File: config.mk
export PLATFORM = sky130hd
export DESIGN_NAME = lzc_ctrl
export DESIGN_NICKNAME = d
export VERILOG_FILES = /design/src/rtl/lzc_pkg.sv /design/src/rtl/lzc_decide.sv /design/src/rtl/lzc_hold.sv /design/src/rtl/lzc_seq.sv /design/src/rtl/lzc_ctrl.sv
export SDC_FILE = /design/constraint.sdc
export NUM_CORES = 1
export LEC_CHECK = 0
export ABC_AREA = 0
export ABC_CLOCK_PERIOD_IN_PS = 2200
export BUFFER_PORTS_ARGS = -buffer_cell sky130_fd_sc_hd__buf_4
export CORE_MARGIN = 1
export CORE_UTILIZATION = 53
export CTS_CLUSTER_DIAMETER = 30
export DETAILED_ROUTE_END_ITERATION = 7
export GPL_TIMING_DRIVEN = 0
export PLACE_DENSITY = 0.79
export SLEW_MARGIN = 20
export SYNTH_ARGS = -nofsm -noshare
export SYNTH_HDL_FRONTEND = slang
export SYNTH_SLANG_ARGS = --single-unit
export TNS_END_PERCENT = 1
File: constraint.sdc
create_clock -name clk -period 2.2 [get_ports clk]
set_clock_uncertainty 0.2 [all_clocks]
set_input_delay 0.44 -clock clk [delete_from_list [all_inputs] [get_ports clk]]
set_output_delay 0.44 -clock clk [all_outputs]
set_load 0.02 [all_outputs]
File: src/rtl/lzc_pkg.sv
// Shared types and helpers for the LZ77 step sequencer.
package lzc_pkg;

    // Sequencer states.
    typedef enum logic [2:0] {
        ST_IDLE,
        ST_FILL,
        ST_SEARCH,
        ST_DECIDE,
        ST_EMIT,
        ST_SHIFT
    } lzc_state_t;

    // Number of whole symbols a codeword of cw bits occupies.
    function automatic int cw_symbols(input int cw, input int sw);
        return (cw + sw - 1) / sw;
    endfunction

endpackage

File: src/rtl/lzc_decide.sv
// Encoding decision: turns a captured (pointer, length, head symbol) triple
// into a tagged output item and a window advance count.
// Assumes ITEM_W-1 > SYM_W, so a literal fits in the payload field.
module lzc_decide #(
    parameter int SYM_W  = 8,
    parameter int PTR_W  = 9,
    parameter int LEN_W  = 4,
    parameter int CW_SYM = 2,
    localparam int ITEM_W = PTR_W + LEN_W + 1
) (
    input  logic [PTR_W-1:0]  ptr,
    input  logic [LEN_W-1:0]  len,
    input  logic [SYM_W-1:0]  sym,
    output logic [ITEM_W-1:0] item,
    output logic [LEN_W-1:0]  adv
);
    logic is_code;

    // Anti-expansion rule: compress only if the match beats the codeword cost.
    always_comb is_code = (int'(len) > CW_SYM);

    // Build the item and the advance count for either encoding.
    always_comb begin
        item = '0;
        if (is_code) begin
            item = {1'b1, ptr, len};
            adv  = len;
        end else begin
            item[SYM_W-1:0] = sym;
            adv  = LEN_W'(1);
        end
    end
endmodule

File: src/rtl/lzc_hold.sv
// Holding registers: capture the match finder result on done, then the
// encoded item and advance count in the decide cycle. Keeps the output
// stable through downstream stalls regardless of the finder's inputs.
module lzc_hold #(
    parameter int SYM_W  = 8,
    parameter int PTR_W  = 9,
    parameter int LEN_W  = 4,
    localparam int ITEM_W = PTR_W + LEN_W + 1
) (
    input  logic              clk,
    input  logic              rst_n,
    input  logic              capture,
    input  logic              load_item,
    input  logic [PTR_W-1:0]  ptr_in,
    input  logic [LEN_W-1:0]  len_in,
    input  logic [SYM_W-1:0]  sym_in,
    input  logic [ITEM_W-1:0] item_in,
    input  logic [LEN_W-1:0]  adv_in,
    output logic [PTR_W-1:0]  ptr_q,
    output logic [LEN_W-1:0]  len_q,
    output logic [SYM_W-1:0]  sym_q,
    output logic [ITEM_W-1:0] item_q,
    output logic [LEN_W-1:0]  adv_q
);
    // Latch the finder's result when it reports done.
    always_ff @(posedge clk) begin
        if (!rst_n) begin
            ptr_q <= '0;
            len_q <= '0;
            sym_q <= '0;
        end else if (capture) begin
            ptr_q <= ptr_in;
            len_q <= len_in;
            sym_q <= sym_in;
        end
    end

    // Latch the encoded item and its advance count.
    always_ff @(posedge clk) begin
        if (!rst_n) begin
            item_q <= '0;
            adv_q  <= '0;
        end else if (load_item) begin
            item_q <= item_in;
            adv_q  <= adv_in;
        end
    end
endmodule

File: src/rtl/lzc_seq.sv
// Step sequencer: fill, search, decide, emit, shift. Counts shift cycles
// for the initial fill and for each step's advance.
// Assumes LOOK_M >= 2 and every advance count is at least 1.
module lzc_seq
    import lzc_pkg::*;
#(
    parameter int LOOK_M = 16,
    parameter int LEN_W  = 4,
    localparam int CNT_W = $clog2(LOOK_M + 1)
) (
    input  logic             clk,
    input  logic             rst_n,
    input  logic             run,
    input  logic             mf_done,
    input  logic             out_ready,
    input  logic [LEN_W-1:0] adv,
    output logic             mf_start,
    output logic             capture,
    output logic             load_item,
    output logic             out_valid,
    output logic             win_shift
);
    lzc_state_t       state;
    logic [CNT_W-1:0] cnt;
    logic             issued;

    // State register, shift counter and search-issued flag.
    always_ff @(posedge clk) begin
        if (!rst_n) begin
            state  <= ST_IDLE;
            cnt    <= '0;
            issued <= 1'b0;
        end else begin
            case (state)
                ST_IDLE: if (run) begin
                    state <= ST_FILL;
                    cnt   <= CNT_W'(LOOK_M);
                end
                ST_FILL: begin
                    cnt <= cnt - 1'b1;
                    if (cnt == CNT_W'(1)) begin
                        state  <= ST_SEARCH;
                        issued <= 1'b0;
                    end
                end
                ST_SEARCH: begin
                    issued <= 1'b1;
                    if (issued && mf_done) state <= ST_DECIDE;
                end
                ST_DECIDE: state <= ST_EMIT;
                ST_EMIT: if (out_ready) begin
                    state <= ST_SHIFT;
                    cnt   <= CNT_W'(adv);
                end
                ST_SHIFT: begin
                    cnt <= cnt - 1'b1;
                    if (cnt == CNT_W'(1)) begin
                        issued <= 1'b0;
                        state  <= run ? ST_SEARCH : ST_IDLE;
                    end
                end
                default: state <= ST_IDLE;
            endcase
        end
    end

    // Decode per-state control strobes.
    always_comb begin
        mf_start  = (state == ST_SEARCH) && !issued;
        capture   = (state == ST_SEARCH) && issued && mf_done;
        load_item = (state == ST_DECIDE);
        out_valid = (state == ST_EMIT);
        win_shift = (state == ST_FILL) || (state == ST_SHIFT);
    end
endmodule

File: src/rtl/lzc_ctrl.sv
// LZ77 compression step controller. Sequences the external match finder,
// applies the anti-expansion rule and streams tagged items:
// {1, pointer, length} for codewords, {0, zeros, symbol} for literals.
// Assumes the window source supplies one symbol per win_shift cycle.
module lzc_ctrl
    import lzc_pkg::*;
#(
    parameter int SYM_W  = 8,
    parameter int WIN_N  = 512,
    parameter int LOOK_M = 16,
    localparam int PTR_W  = $clog2(WIN_N),
    localparam int LEN_W  = $clog2(LOOK_M),
    localparam int CW_W   = PTR_W + LEN_W,
    localparam int CW_SYM = cw_symbols(CW_W, SYM_W),
    localparam int ITEM_W = CW_W + 1
) (
    input  logic              clk,
    input  logic              rst_n,
    input  logic              run,
    output logic              mf_start,
    output logic              shadow_load,
    input  logic              mf_done,
    input  logic [PTR_W-1:0]  mf_ptr,
    input  logic [LEN_W-1:0]  mf_len,
    input  logic [SYM_W-1:0]  head_sym,
    output logic              win_shift,
    output logic              out_valid,
    input  logic              out_ready,
    output logic [ITEM_W-1:0] out_data
);
    logic              capture, load_item;
    logic [PTR_W-1:0]  ptr_q;
    logic [LEN_W-1:0]  len_q, adv_c, adv_q;
    logic [SYM_W-1:0]  sym_q;
    logic [ITEM_W-1:0] item_c;

    lzc_seq #(.LOOK_M(LOOK_M), .LEN_W(LEN_W)) u_seq (
        .clk(clk), .rst_n(rst_n), .run(run), .mf_done(mf_done),
        .out_ready(out_ready), .adv(adv_q), .mf_start(mf_start),
        .capture(capture), .load_item(load_item), .out_valid(out_valid),
        .win_shift(win_shift)
    );

    lzc_decide #(.SYM_W(SYM_W), .PTR_W(PTR_W), .LEN_W(LEN_W), .CW_SYM(CW_SYM)) u_dec (
        .ptr(ptr_q), .len(len_q), .sym(sym_q), .item(item_c), .adv(adv_c)
    );

    lzc_hold #(.SYM_W(SYM_W), .PTR_W(PTR_W), .LEN_W(LEN_W)) u_hold (
        .clk(clk), .rst_n(rst_n), .capture(capture), .load_item(load_item),
        .ptr_in(mf_ptr), .len_in(mf_len), .sym_in(head_sym),
        .item_in(item_c), .adv_in(adv_c),
        .ptr_q(ptr_q), .len_q(len_q), .sym_q(sym_q),
        .item_q(out_data), .adv_q(adv_q)
    );

    // The shift buffer is reloaded in the cycle each search is requested.
    always_comb shadow_load = mf_start;
endmodule

**Word level (Yosys, flattened, before mapping)**

Index checks and enable logic that the tools add are counted.

- Register bits after elaboration: 48
- Output and inout bits: 18
- Bits of input ports: 26
- Logic and storage cells: 50

- Order comparisons: 1
- Equality and inequality tests: 12
- Multiplexer cells: 15
- Reduce and logical (&&, ||, !) cells: 13
- Add/subtract/negate cells: 1

Operator list:

| kind | number |
|---|---|
| $pmux 3 s6 | 1 |
| $mux 3 | 5 |
| $pmux 5 s3 | 1 |
| $mux 5 | 2 |
| $ne 2x1->1 const B | 5 |
| $mux 8 | 1 |
| $eq 3x2->1 const B | 2 |
| $eq 3x3->1 const B | 2 |
| $mux 6 | 1 |
| $eq 5x1->1 const B | 1 |
| $reduce_and 5->1 | 1 |
| $sub 5x1->5 const B | 1 |
| $gt 4x2->1 const B | 1 |
| $logic_and 1x1->1 | 4 |
| $mux 4 | 1 |
| $eq 3x1->1 const B | 1 |
| $logic_not 3->1 | 1 |
| $reduce_and 3->1 | 1 |
| $reduce_bool 3->1 | 1 |
| $mux 2 | 1 |
| $ne 2x2->1 const B | 1 |
| $pmux 1 s2 | 1 |
| $reduce_and 2->1 | 1 |
| $reduce_bool 2->1 | 1 |
| 4 further kinds | 4 |

**Logic depth before layout (Yosys ltp)**

Gate-level depths: netlist (run 1).

- Depth in word-level cells: 4
- Mapped depth: 7

**By module**

A second synthesis (run 1) with hierarchy kept.

- Cells, all modules: 223
- Area, all modules: 2290.9 um2

Modules (own cells, without submodules):

| module | sequential area each (um2) | instances | area each (um2) | cells each |
|---|---|---|---|---|
| lzc_hold | 780.7 | 1 | 1493.9 | 126 |
| lzc_seq | 180.2 | 1 | 590.6 | 72 |
| lzc_decide | 0.0 | 1 | 198.9 | 24 |
| lzc_ctrl | 0.0 | 1 | 7.5 | 1 |

**Worst setup path before layout (run 1)**

No wires, ideal clock.

- Path type: flip-flop to output port
- Start point: reg u_seq.state[1]
- End point: out shadow_load
- Stages on the path, launching flop included: 5
- Setup slack: 206 ps
- Buffers on the path: 2
- Arrival: 1354 ps
- Data required time: 1560 ps
- Cells stage by stage: dfxtp_1 buf_2 nor3b_2 nor2b_1 buf_4

- Cells in the longest elaborated chain, start to end: 2

Ends and longest elaborated chain:

| element | RTL line | text |
|---|---|---|
| from (decl) | lzc_seq.sv:23 | `lzc_state_t state;` |
| from (signal assigned) | lzc_seq.sv:59 | `state <= run ? ST_SEARCH : ST_IDLE;` |
| $eq 3x2->1 | lzc_seq.sv:69 | `mf_start = (state == ST_SEARCH) && !issued;` |
| $logic_and 1x1->1 | lzc_seq.sv:69 |  |
| to (decl) | lzc_ctrl.sv:21 | `output logic shadow_load,` |

Every way passes these cells.

**Worst setup path in the final report (run 1)**

Same ends and word-level chain as after synthesis.

==> results by group, run 1 <==
GRT
  – First-pass GRT wire length: 7920 um
  – Initial antenna violation count: 0
  – Number of global-route vias before repair: about 1,700
  – Largest net degree at the start of global routing: 15
  – Total gr overflow: 0
  – All-Layer GR Usage: 24.8%

Outcome
  – Status: completed

Detailed routing
  – Initial drt markers: 106
  – Vias per cell: 5.39
  – Post-DRT Antenna Nets: 0
  – Vias: 1,902
  – Routed WL per cell: between 10 and 15 um
  – Drt first pass iters: 4
  – Routed Wire Length: 4870 um
  – # DRC: 0

Synth
  – Top_reg_cell synth: dfxtp_1
  – Yosys reg bits: 48
  – Synth Net Count: 281
  – Cell Area, Synth: 2100 um^2
  – Fraction of the yosys area taken by sequential cells: 45.7%
  – Number of synthesized flops with an enable pin: 0
  – Synth warnings: 0
  – Post-synth cell types: 39
  – Syn_area_per_cell: 8.30 um^2
  – Asr flop ratio synth: 0%
  – Syn Inst Count: 253

Worst setup path
  – Worst Path Max Fanout: 10
  – Crit. End Element: output port
  – Startpoint Class: flop
  – R2R setup slack: about 380 ps
  – CP max-delay cell: dfxtp_1
  – Crit path required time: 1560 ps
  – Reg2reg end: u_hold.len_q[0]
  – Critical path class: flop to output port
  – Crit-path max cell delay: 320 ps
  – Critical R2R Launch: u_seq.state[1]
  – R2R depth: 7
  – Worst EP arrival: 1450 ps
  – Crit-path cells: buf_4 > nor3b_4 > nor2b_1 > buf_4 > buf_4
  – Top cell by count, worst path: buf_4

Pwr
  – P_int: between 1 and 1.5 mW
  – Combinational group share of total power: 14.1%
  – Switching Share: between 20 and 30%
  – Maximum vdd drop: 410 uV
  – Switch Pwr: 0.435 mW
  – Lkg Pwr: 1.03 nW
  – Pwr/cell area: 655 nW/um^2
  – Seq pwr share: between 50 and 60%
  – Clock power frac: roughly a third

Final layout
  – Final #Nets: between 300 and 400
  – Commonest non-fill, non-tap cell in the layout: nand2_1
  – Fillcell total: 356
  – Antenna Cells: 0
  – Fraction of final layout cells sized beyond drive strength 1: 21.3%
  – Most frequent cells in the layout: nand2_1, buf_4, dfxtp_1, a21boi_1, o21ai_1
  – Fin util: 69.3%
  – Design area: 2590 um^2
  – Area Overhead vs Synth: 23.5%

Hold path
  – Hold endpoint: u_hold.ptr_q[5]
  – WHS Path Cells: 3
  – Hold Path Class: input pin to flop
  – Critical hold path startpoint: mf_ptr[5]

Timing
  – Min cycle time layout: 2090 ps
  – # setup viols final: 0
  – Period utilisation layout: 95.2%
  – Worst rel slew slack: roughly two thirds
  – Hold Violations, Final: 0
  – Slew Viols, Final: 0
  – Highest clock rate: 477 MHz
  – Worst slew pin tran: 511 ps

Place
  – Post-DP HPWL: roughly 3400 um
  – GPL Wtd Cong: around 0.86
  – Placed inst area: roughly 2500 um^2
  – Port Buf Inserts: 43

Floorplan
  – Core area: about 3700 um^2
  – Top Ports: 44
  – Die ar.: roughly 4200 um^2
  – Die Y: 65.0 um
  – Die Width: approximately 65 um
  – # rows: 22
  – Initial Util: 56.1%

CTS
  – Hold buffer count at cts: 0
  – CTS tree: built
  – Clk buf depth: 2
  – Clock root cell: clkbuf_8
  – CTS Buf Count: 5
  – H-tree lvl count: 2
  – Clock Sinks: 48
  – Clock Latency Late Sink: 300 ps
  – Clk slew on worst S/H paths: 90 ps

Job
  – Maxcap violations: 0
[area by class of cell]
class | count | area, um^2 | share of cell area [%]
Inverter | 7 | 26.3 | 1.01
Multi-Input combinational cell | 180 | 1030 | 39.7
Clock inverter | 1 | 7.51 | 0.289
Tap cell | 48 | 60.1 | 2.32
Buffer | 18 | 93.8 | 3.62
Timing Repair Buffer | 44 | 330 | 12.7
Sequential cell | 48 | 961 | 37.0
Clock buffer | 7 | 86.3 | 3.33
[per-stage QoR]
step           total power [mW]  setup WS, ps  setup TNS (ps)  cells  hold slack [ps]
6_report                   1.70           106               0    353              179
5_1_grt                    1.77         -10.6           -10.6    353              176
4_1_cts                    1.71          39.3               0    352              175
3_5_place_dp               1.17           271               0    344              245
3_3_place_gp               1.17           280               0    344              241
2_1_floorplan              1.08           206               0    253              235
[logic make-up (layout without fill, tap and decap cells)]
group | Yosys count | after routing | synth area share (%)
AOI/OAI and AO/OA | 73 | 73 | 24.5
DFF | 48 | 48 | 45.7
and+or+nand+nor | 102 | 102 | 21.6
xor gates and xnor gates | 1 | 1 | 0.417
buffers and inverters | 25 | 77 | 5.60
muxes | 2 | 2 | 0.953
adders and majority gates | 2 | 2 | 1.19
[metal layers]
layer	track usage (%)	up-vias	wire, um
met5	0	-	0
met4	8.33	0	59
met3	5.63	7	289
met2	40.4	55	2340
met1	32.1	882	2180
li1	-	958	-
[worst max-delay path by stage]
| stage | start | end | slack [ps] | depth (start not counted) |
|---|---|---|---|---|
| 2_1_floorplan | u_seq.state[1] | shadow_load | 210 | 4 |
| 3_3_place_gp | u_seq.state[1] | shadow_load | 280 | 5 |
| 3_5_place_dp | u_seq.state[1] | shadow_load | 270 | 5 |
| 4_1_cts | u_seq.state[1] | shadow_load | 40 | 5 |
| 5_1_grt | u_seq.state[1] | shadow_load | -10 | 5 |
| 6_report | u_seq.state[1] | shadow_load | 110 | 5 |
[critical path: cells and delay by family, from the launching register on]
kind / cells / cell delay [ps]
buffers and inverters: 3 / 410
AND/OR/NAND/NOR: 2 / 430
flip-flops: 1 / 320
[sequential cells by signal, summed over array words and instances, names as in the netlist]
signal         flops
u_hold.len_q       4
u_seq.state        3
u_seq.cnt          5
u_hold.item_q     14
u_seq.issued       1
u_hold.adv_q       4
u_hold.ptr_q       9
u_hold.sym_q       8
[repair_timing]
item | CTS | global route
resized for setup | 2 | 0
buffers inserted | 0 | 1
endpoints found under the setup margin | 1 | 1
[cells in the mapped netlist, types with 3 or more instances]
library cell | count | area, um^2
buf_4 | 5 | 37.5
buf_2 | 4 | 20.0
a21oi_1 | 7 | 35.0
clkbuf_1 | 9 | 33.8
dfxtp_1 | 48 | 961
nand3_1 | 7 | 35.0
nand2_1 | 76 | 285
nor2_1 | 3 | 11.3
a21boi_1 | 32 | 240
o21ai_1 | 12 | 60.1
inv_1 | 6 | 22.5
a31oi_1 | 6 | 37.5
o21ai_0 | 3 | 15.0
nor2b_1 | 3 | 18.8
[power groups by stage]
stage	Clock [mW]	Sequential (mW)	Combinational, mW
finish	0.544	0.917	0.239
global route	0.588	0.920	0.264
CTS	0.551	0.917	0.238
detailed placement	0	0.936	0.236
global placement	0	0.935	0.232
floorplan	0	0.934	0.150
Note: power is estimated with default switching activity, not from simulation.
==> inputs of run 2 (changes only) <==
--- a/config.mk
+++ b/config.mk
@@ -8,14 +8,17 @@
 export ABC_AREA = 0
 export ABC_CLOCK_PERIOD_IN_PS = 2200
 export BUFFER_PORTS_ARGS = -buffer_cell sky130_fd_sc_hd__buf_4
+export CAP_MARGIN = 20
 export CORE_MARGIN = 1
-export CORE_UTILIZATION = 53
+export CORE_UTILIZATION = 54
 export CTS_CLUSTER_DIAMETER = 30
+export CTS_CLUSTER_SIZE = 8
 export DETAILED_ROUTE_END_ITERATION = 7
 export GPL_TIMING_DRIVEN = 0
 export PLACE_DENSITY = 0.79
 export SLEW_MARGIN = 20
 export SYNTH_ARGS = -nofsm -noshare
 export SYNTH_HDL_FRONTEND = slang
+export SYNTH_HIERARCHICAL = 1
 export SYNTH_SLANG_ARGS = --single-unit
 export TNS_END_PERCENT = 1
==> run 2 against run 1 <==
  * Cell count decreased by 8.2%
  * Sequential power increased by 12%
  * Global-route usage decreased by 2.2 points
  * Non-clock buffer count decreased by 4
  * Count of clock-buffer cells in the layout unchanged
  * Critical path type unchanged
  * Critical endpoint is now out_valid
==> results by group, run 2 <==
Synth
  – Area contributors post-synth: dfxtp_1, mux2i_1, nor2b_1, mux2_2, and2b_2
  – Syn Inst Count: 223 (-12%)
  – Yosys reg bits: 48 (unchanged)
  – Post-synth top cells: dfxtp_1, nor2b_1, mux2i_1
  – Share of the synthesized area in the top cell type: 41.9% (-3.8 points)
  – Post-synth cell types: 47 (+21%)
  – Asr flop ratio synth: 0% (unchanged)
  – Most frequent cell after synthesis: dfxtp_1
  – Cell Area, Synth: 2290 um^2 (+9.1%)
  – Syn_area_per_cell: 10.3 um^2 (+24%)
  – Synth area leader: dfxtp_1
  – Synth Net Count: 251 (-11%)
  – Number of synthesized flops with an enable pin: 0 (unchanged)
  – Synth warnings: 6 (+6)
  – Top_reg_cell synth: dfxtp_1
  – Fraction of the yosys area taken by sequential cells: 41.9% (-3.8 points)

Detailed routing
  – Routed WL per cell: 14.0 um (+1.3%)
  – Routed Wire Length: 4520 um (-7.0%)
  – Met2 Routed Length: 2080 um (-11%)
  – Met3 WL: 185 um (-36%)
  – Met1 Routed Length: 2220 um (+1.8%)
  – Post-DRT Antenna Nets: 0 (unchanged)
  – Vias: 1,713 (-9.9%)
  – Top Metal Used: met4
  – Initial drt markers: 95 (-10%)
  – # DRC: 0 (unchanged)
  – Vias per cell: 5.29 (-1.9%)
  – Drt first pass iters: 4 (unchanged)

Floorplan
  – # rows: 23 (+4.5%)
  – Core area: 4030 um^2 (+7.6%)
  – Initial Util: 56.9% (+0.75 points)
  – Top Ports: 44 (unchanged)
  – Die Y: 67.1 um (+3.4%)
  – Die Width: 67.1 um (+3.4%)
  – Die ar.: 4510 um^2 (+6.8%)

Final layout
  – Antenna Cells: 0 (unchanged)
  – Commonest non-fill, non-tap cell in the layout: dfxtp_1
  – Fraction of final layout cells sized beyond drive strength 1: 32.5% (+11 points)
  – Largest registers: u_hold/item_q x14, u_hold/ptr_q x9, u_hold/sym_q x8
  – Fin util: 69.2% (about the same)
  – Fillcell total: 337 (-5.3%)
  – Final #Nets: 301 (-9.3%)
  – Most frequent cells in the layout: dfxtp_1, buf_4, nor2b_1, mux2i_1, inv_1
  – Area Overhead vs Synth: 21.7%
  – Finished Layout Cells: 324 (-8.2%)
  – Most flops, register: u_hold/item_q
  – Area occupied by multi-input gates: 1190 um^2 (+16%)
  – Max FFs per register: 14 (unchanged)
  – Register area: 962 um^2 (+0.13%)

CTS
  – Clk buf depth: 2 (unchanged)
  – H-tree lvl count: 2 (unchanged)
  – Post-CTS Setup Bufs: 0 (unchanged)
  – Clock Sinks: 48 (unchanged)
  – Clock root cell: clkbuf_8
  – Clk slew on worst S/H paths: 90 ps (about the same)
  – CTS tree: built
  – CTS Buf Count: 5 (unchanged)
  – Hold buffer count at cts: 0 (unchanged)
  – Clock Latency Late Sink: 300 ps (about the same)

Worst setup path
  – Cell family with most CP delay: buffers and inverters
  – Worst EP arrival: 1450 ps (about the same)
  – Startpoint Class: flop
  – CP startpoint: u_seq/state[1]
  – Critical R2R Launch: u_seq/cnt[1]
  – Worst Path Max Fanout: 9 (-1)
  – R2R setup slack: 330 ps (-50 ps)
  – Crit-path max cell delay: 310 ps (about the same)
  – WP buf/inv: 3 (unchanged)
  – Crit-path cells: clkbuf_4 > nor2_1 > nand2_1 > inv_1 > buf_4
  – Crit path required time: 1560 ps (about the same)
  – CP max-delay cell: dfxtp_1
  – Crit. End Element: output port
  – Critical path class: flop to output port

Timing
  – Setup TNS: 0 ps (unchanged)
  – Slew Viols, Final: 0 (unchanged)
  – Worst rel slew slack: 61.7% (-4.3 points)
  – Hold Violations, Final: 0 (unchanged)
  – Unrepaired setup endpoints after global routing: false
  – Period utilisation layout: 95.0% (-0.20 points)
  – Highest clock rate: 478 MHz (+0.21%)
  – Fin Hold WS: 191 ps (+12.2 ps)
  – Worst slew pin tran: 573 ps (+62.6 ps)
  – Crit path setup slack, layout: 110 ps (+4.46 ps)
  – # setup viols final: 0 (unchanged)
  – Min cycle time layout: 2090 ps (-4.46 ps)

GRT
  – Initial antenna violation count: 0 (unchanged)
  – First-pass GRT wire length: 7530 um (-5.0%)
  – Total gr overflow: 0 (unchanged)
  – All-Layer GR Usage: 22.6% (-2.2 points)
  – Largest net degree at the start of global routing: 15 (unchanged)
  – Number of global-route vias before repair: 1,623 (-7.1%)

Pwr
  – Pwr/cell area: 842 nW/um^2 (+28%)
  – Maximum vdd drop: 459 uV (+12%)
  – Lkg Pwr: 1.06 nW (+2.3%)

Place
  – GPL Wtd Cong: 0.837 (-2.8%)
  – Port Buf Inserts: 43 (unchanged)
  – Post-DP HPWL: 3160 um (-8.0%)
  – Placed Cells: 316 (-8.1%)
  – Pre-CTS WS: 238 ps (-32.9 ps)

Hold path
  – Hold Path Class: input pin to flop
  – Critical hold path startpoint: head_sym[5]

Job
  – Maxcap violations: 0 (unchanged)

Outcome
  – Status: completed
==> run 2: cell types whose count changed in the layout (fill, tap and decap cells not counted), sizes merged, moves of 6 or more <==
cell    change
mux2i      +38
a21boi     -32
nor2b      +38
o21ai       -8
nand2      -69
a31oi       -6
==> run 2: path summary, 6_finish.rpt <==
kind                endpoint  cells past startpoint
min reg2reg     u_seq/issued                      2
min          u_hold/sym_q[5]                      3
max                out_valid                      5
max reg2reg   u_seq/state[2]                      6
==> run 2: power breakdown <==
group | internal [mW] | leakage (nW) | switching (mW)
sequential | 0.947 | 0.388 | 0.0787
combinational | 0.360 | 0.625 | 0.415
clock | 0.256 | 0.0445 | 0.291
==> run 2: per-stage QoR <==
| stage | total power, mW | instance area, um^2 |
|---|---|---|
| 2_1_floorplan | 1.59 | 2290 |
| 3_3_place_gp | 1.76 | 2680 |
| 3_5_place_dp | 1.78 | 2680 |
| 4_1_cts | 2.34 | 2780 |
| 5_1_grt | 2.51 | 2790 |
| 6_report | 2.35 | 2790 |
==> run 2: kinds of logic (layout without fill, tap and decap cells) <==
group	count (synthesis)	count (layout)	synth area share, %
xor+xnor	1	1	0.382
fa+ha+maj	2	2	1.09
simple gates	72	72	19.1
flops	48	48	41.9
mux	44	44	19.6
compound gates	32	32	11.5
buf+inv	24	75	6.44
==> run 2: layer usage <==
layer | vias up | GRT usage (%)
met5 | - | 0
met4 | 0 | 6.91
met3 | 5 | 5.91
met2 | 41 | 35.9
met1 | 801 | 29.9
li1 | 866 | -
==> run 2: tightest hold or removal path, cell delays in order <==
cell and delay, ps:
buf_4 70, mux2i_1 50, nor2b_1 90
==> run 2: final cells by class <==
class,count,share of cell area (%)
multi-input combinational,151,42.8
sequential,48,34.5
timing repair buffer,43,11.6
buffer,15,4.22
clock buffer,7,3.10
tap,50,2.24
inverter,9,1.26
clock inverter,1,0.269
==> run 2: what timing repair did <==
| action | 4_1_cts | 5_1_grt |
|---|---|---|
| gates resized for setup | 3 | 6 |
| gates cloned | 0 | 0 |
| endpoints found under the setup margin | 2 | 2 |
==> inputs of run 3 (changes only) <==
--- a/config.mk
+++ b/config.mk
@@ -15,7 +15,7 @@
 export CTS_CLUSTER_SIZE = 8
 export DETAILED_ROUTE_END_ITERATION = 7
 export GPL_TIMING_DRIVEN = 0
-export PLACE_DENSITY = 0.79
+export PLACE_DENSITY = 0.84
 export SLEW_MARGIN = 20
 export SYNTH_ARGS = -nofsm -noshare
 export SYNTH_HDL_FRONTEND = slang
==> run 3 against run 2 <==
  * Global-route usage down 1.1 points
  * Non-clock buffer count unchanged
  * Maximum frequency up 0.35%
  * Sequential power about the same
  * Critical path depth up 1
  * Count of clock-buffer cells in the layout down 1
  * First-iteration DRC count down 9.5%
==> results by group, run 3 (synthesis results as in run 2) <==
Outcome
  – Status: completed

GRT
  – Total gr overflow: 0 (unchanged)
  – First-pass GRT wire length: 7210 um (-4.2%)
  – Number of global-route vias before repair: 1,621 (-0.12%)
  – All-Layer GR Usage: 21.5% (-1.1 points)
  – Initial antenna violation count: 0 (unchanged)
  – Largest net degree at the start of global routing: 14 (-1)

Detailed routing
  – # DRC: 0 (unchanged)
  – Initial drt markers: 86 (-9.5%)
  – Post-DRT Antenna Nets: 0 (unchanged)
  – Routed WL per cell: 13.8 um (-1.3%)
  – Vias: 1,685 (-1.6%)
  – Drt first pass iters: 4 (unchanged)
  – Vias per cell: 5.22 (-1.3%)
  – Routed Wire Length: 4450 um (-1.6%)

Final layout
  – Fin util: 68.7% (-0.50 points)
  – Area Overhead vs Synth: 20.9%
  – Max FFs per register: 14 (unchanged)
  – Most frequent cells in the layout: dfxtp_1, buf_4, nor2b_1, mux2i_1, inv_1
  – Antenna Cells: 0 (unchanged)
  – Fillcell total: 338 (+0.30%)
  – Area occupied by multi-input gates: 1190 um^2 (-0.21%)
  – Commonest non-fill, non-tap cell in the layout: dfxtp_1
  – Register area: 961 um^2 (-0.13%)
  – Most flops, register: u_hold/item_q
  – Final #Nets: 301 (unchanged)
  – Fraction of final layout cells sized beyond drive strength 1: 31.5% (-0.98 points)
  – Largest registers: u_hold/item_q x14, u_hold/ptr_q x9, u_hold/sym_q x8

Place
  – GPL Wtd Cong: 0.779 (-6.9%)
  – Pre-CTS WS: 241 ps (+2.10 ps)
  – Post-DP HPWL: 3230 um (+2.0%)
  – Port Buf Inserts: 43 (unchanged)

Worst setup path
  – Top cell by count, worst path: buf_4
  – Worst EP arrival: 1440 ps (about the same)
  – WP buf/inv: 3 (unchanged)
  – Crit path required time: 1560 ps (about the same)
  – Crit. End Element: output port
  – R2R setup slack: 340 ps (about the same)
  – Critical path class: flop to output port
  – Crit-path max cell delay: 310 ps (about the same)
  – Startpoint Class: flop
  – CP max-delay cell: dfxtp_1
  – Crit-path cells: clkbuf_4 > nor2b_4 > nand2_1 > nor2_2 > buf_4 > buf_4
  – Cell family with most CP delay: simple AND/OR/NAND/NOR gates
  – Worst Path Max Fanout: 9 (unchanged)

Floorplan
  – # rows: 23 (unchanged)
  – Top Ports: 44 (unchanged)
  – Die Y: 67.1 um (unchanged)
  – Die Width: 67.1 um (unchanged)
  – Initial Util: 56.9% (unchanged)
  – Die ar.: 4510 um^2 (unchanged)
  – Core area: 4030 um^2 (unchanged)

Hold path
  – Hold Path Class: input pin to flop

Timing
  – Hold Violations, Final: 0 (unchanged)
  – Fin Hold WS: 206 ps (+14.4 ps)
  – Worst slew pin tran: 540 ps (-33.5 ps)
  – Highest clock rate: 480 MHz (+0.35%)
  – Worst rel slew slack: 63.9% (+2.2 points)
  – Crit path setup slack, layout: 117 ps (+7.38 ps)
  – Slew Viols, Final: 0 (unchanged)
  – Period utilisation layout: 94.7% (-0.34 points)
  – Min cycle time layout: 2080 ps (-7.38 ps)
  – # setup viols final: 0 (unchanged)
  – Unrepaired setup endpoints after global routing: false
  – Setup TNS: 0 ps (unchanged)

Pwr
  – Pwr/cell area: 817 nW/um^2 (-2.9%)
  – P_int: 1.52 mW (-2.9%)
  – Clock power frac: 21.2% (-2.1 points)
  – Switching Share: 32.9% (-0.51 points)
  – Seq pwr share: 44.9% (+1.2 points)
  – Combinational group share of total power: 33.8% (+0.8 points)
  – Lkg Pwr: 1.05 nW (-0.39%)
  – Maximum vdd drop: 361 uV (-21%)
  – Switch Pwr: 0.745 mW (-5.1%)

CTS
  – Clock Latency Late Sink: 290 ps (about the same)
  – Clk slew on worst S/H paths: 80 ps (about the same)
  – H-tree lvl count: 2 (unchanged)
  – Clock root cell: clkbuf_8
  – CTS tree: built
  – Clk buf depth: 2 (unchanged)
  – CTS Buf Count: 5 (unchanged)
  – Post-CTS Setup Bufs: 0 (unchanged)
  – Hold buffer count at cts: 0 (unchanged)
  – Clock Sinks: 48 (unchanged)

Job
  – Maxcap violations: 0 (unchanged)
==> run 3: per-layer routing <==
layer / track usage (%) / share of wire, % / vias up
met4: 9.57 / 1.0 / 0
met5: 0 / 0 / -
met3: 5.74 / 4.5 / 4
li1: - / - / 863
met2: 35.9 / 50 / 30
met1: 25.8 / 45 / 788
==> run 3: final timing paths <==
path / endpoint / start / cells after the start
max: shadow_load / u_seq/state[1] / 6
min reg2reg: u_hold/item_q[5] / u_hold/item_q[5] / 2
max reg2reg: u_seq/state[2] / u_seq/cnt[0] / 5
min: u_hold/sym_q[2] / head_sym[2] / 3
==> run 3: what timing repair did <==
action,in CTS,in global routing
endpoints found under the hold margin,0,0
cloned,0,0
resized for setup,2,5
endpoints found under the setup margin,2,3
==> run 3: worst reg2reg max path, delay by kind of cell, from the launching register on <==
family                     cells  cell delay (ps)
adders and majority gates      1              160
AOI/OAI and AO/OA              3              540
and+or+nand+nor                1              500
DFF                            1              390
==> run 3: per-stage QoR <==
stage | power, mW | instances | instance area [um^2]
CTS | 2.28 | 323 | 2760
global placement | 1.76 | 316 | 2680
finish | 2.26 | 323 | 2770
detailed placement | 1.78 | 316 | 2680
floorplan | 1.59 | 223 | 2290
global route | 2.41 | 323 | 2770
==> run 3: cell type report <==
class	count	share of cell area, %
sequential	48	34.7
clock inverter	1	0.181
clock buffer	6	2.62
buffer	15	4.25
inverter	9	1.27
timing repair buffer	43	11.7
multi-input combinational	151	43.1
tap	50	2.26
==> run 3: power groups by stage <==
stage                     clock network [mW]  logic [mW]  registers, mW
after global placement                     0       0.726           1.03
after CTS                              0.511       0.750           1.02
after detailed placement                   0       0.742           1.03
final                                  0.480       0.765           1.02
after global routing                   0.532       0.844           1.03
after floorplan                            0       0.574           1.02
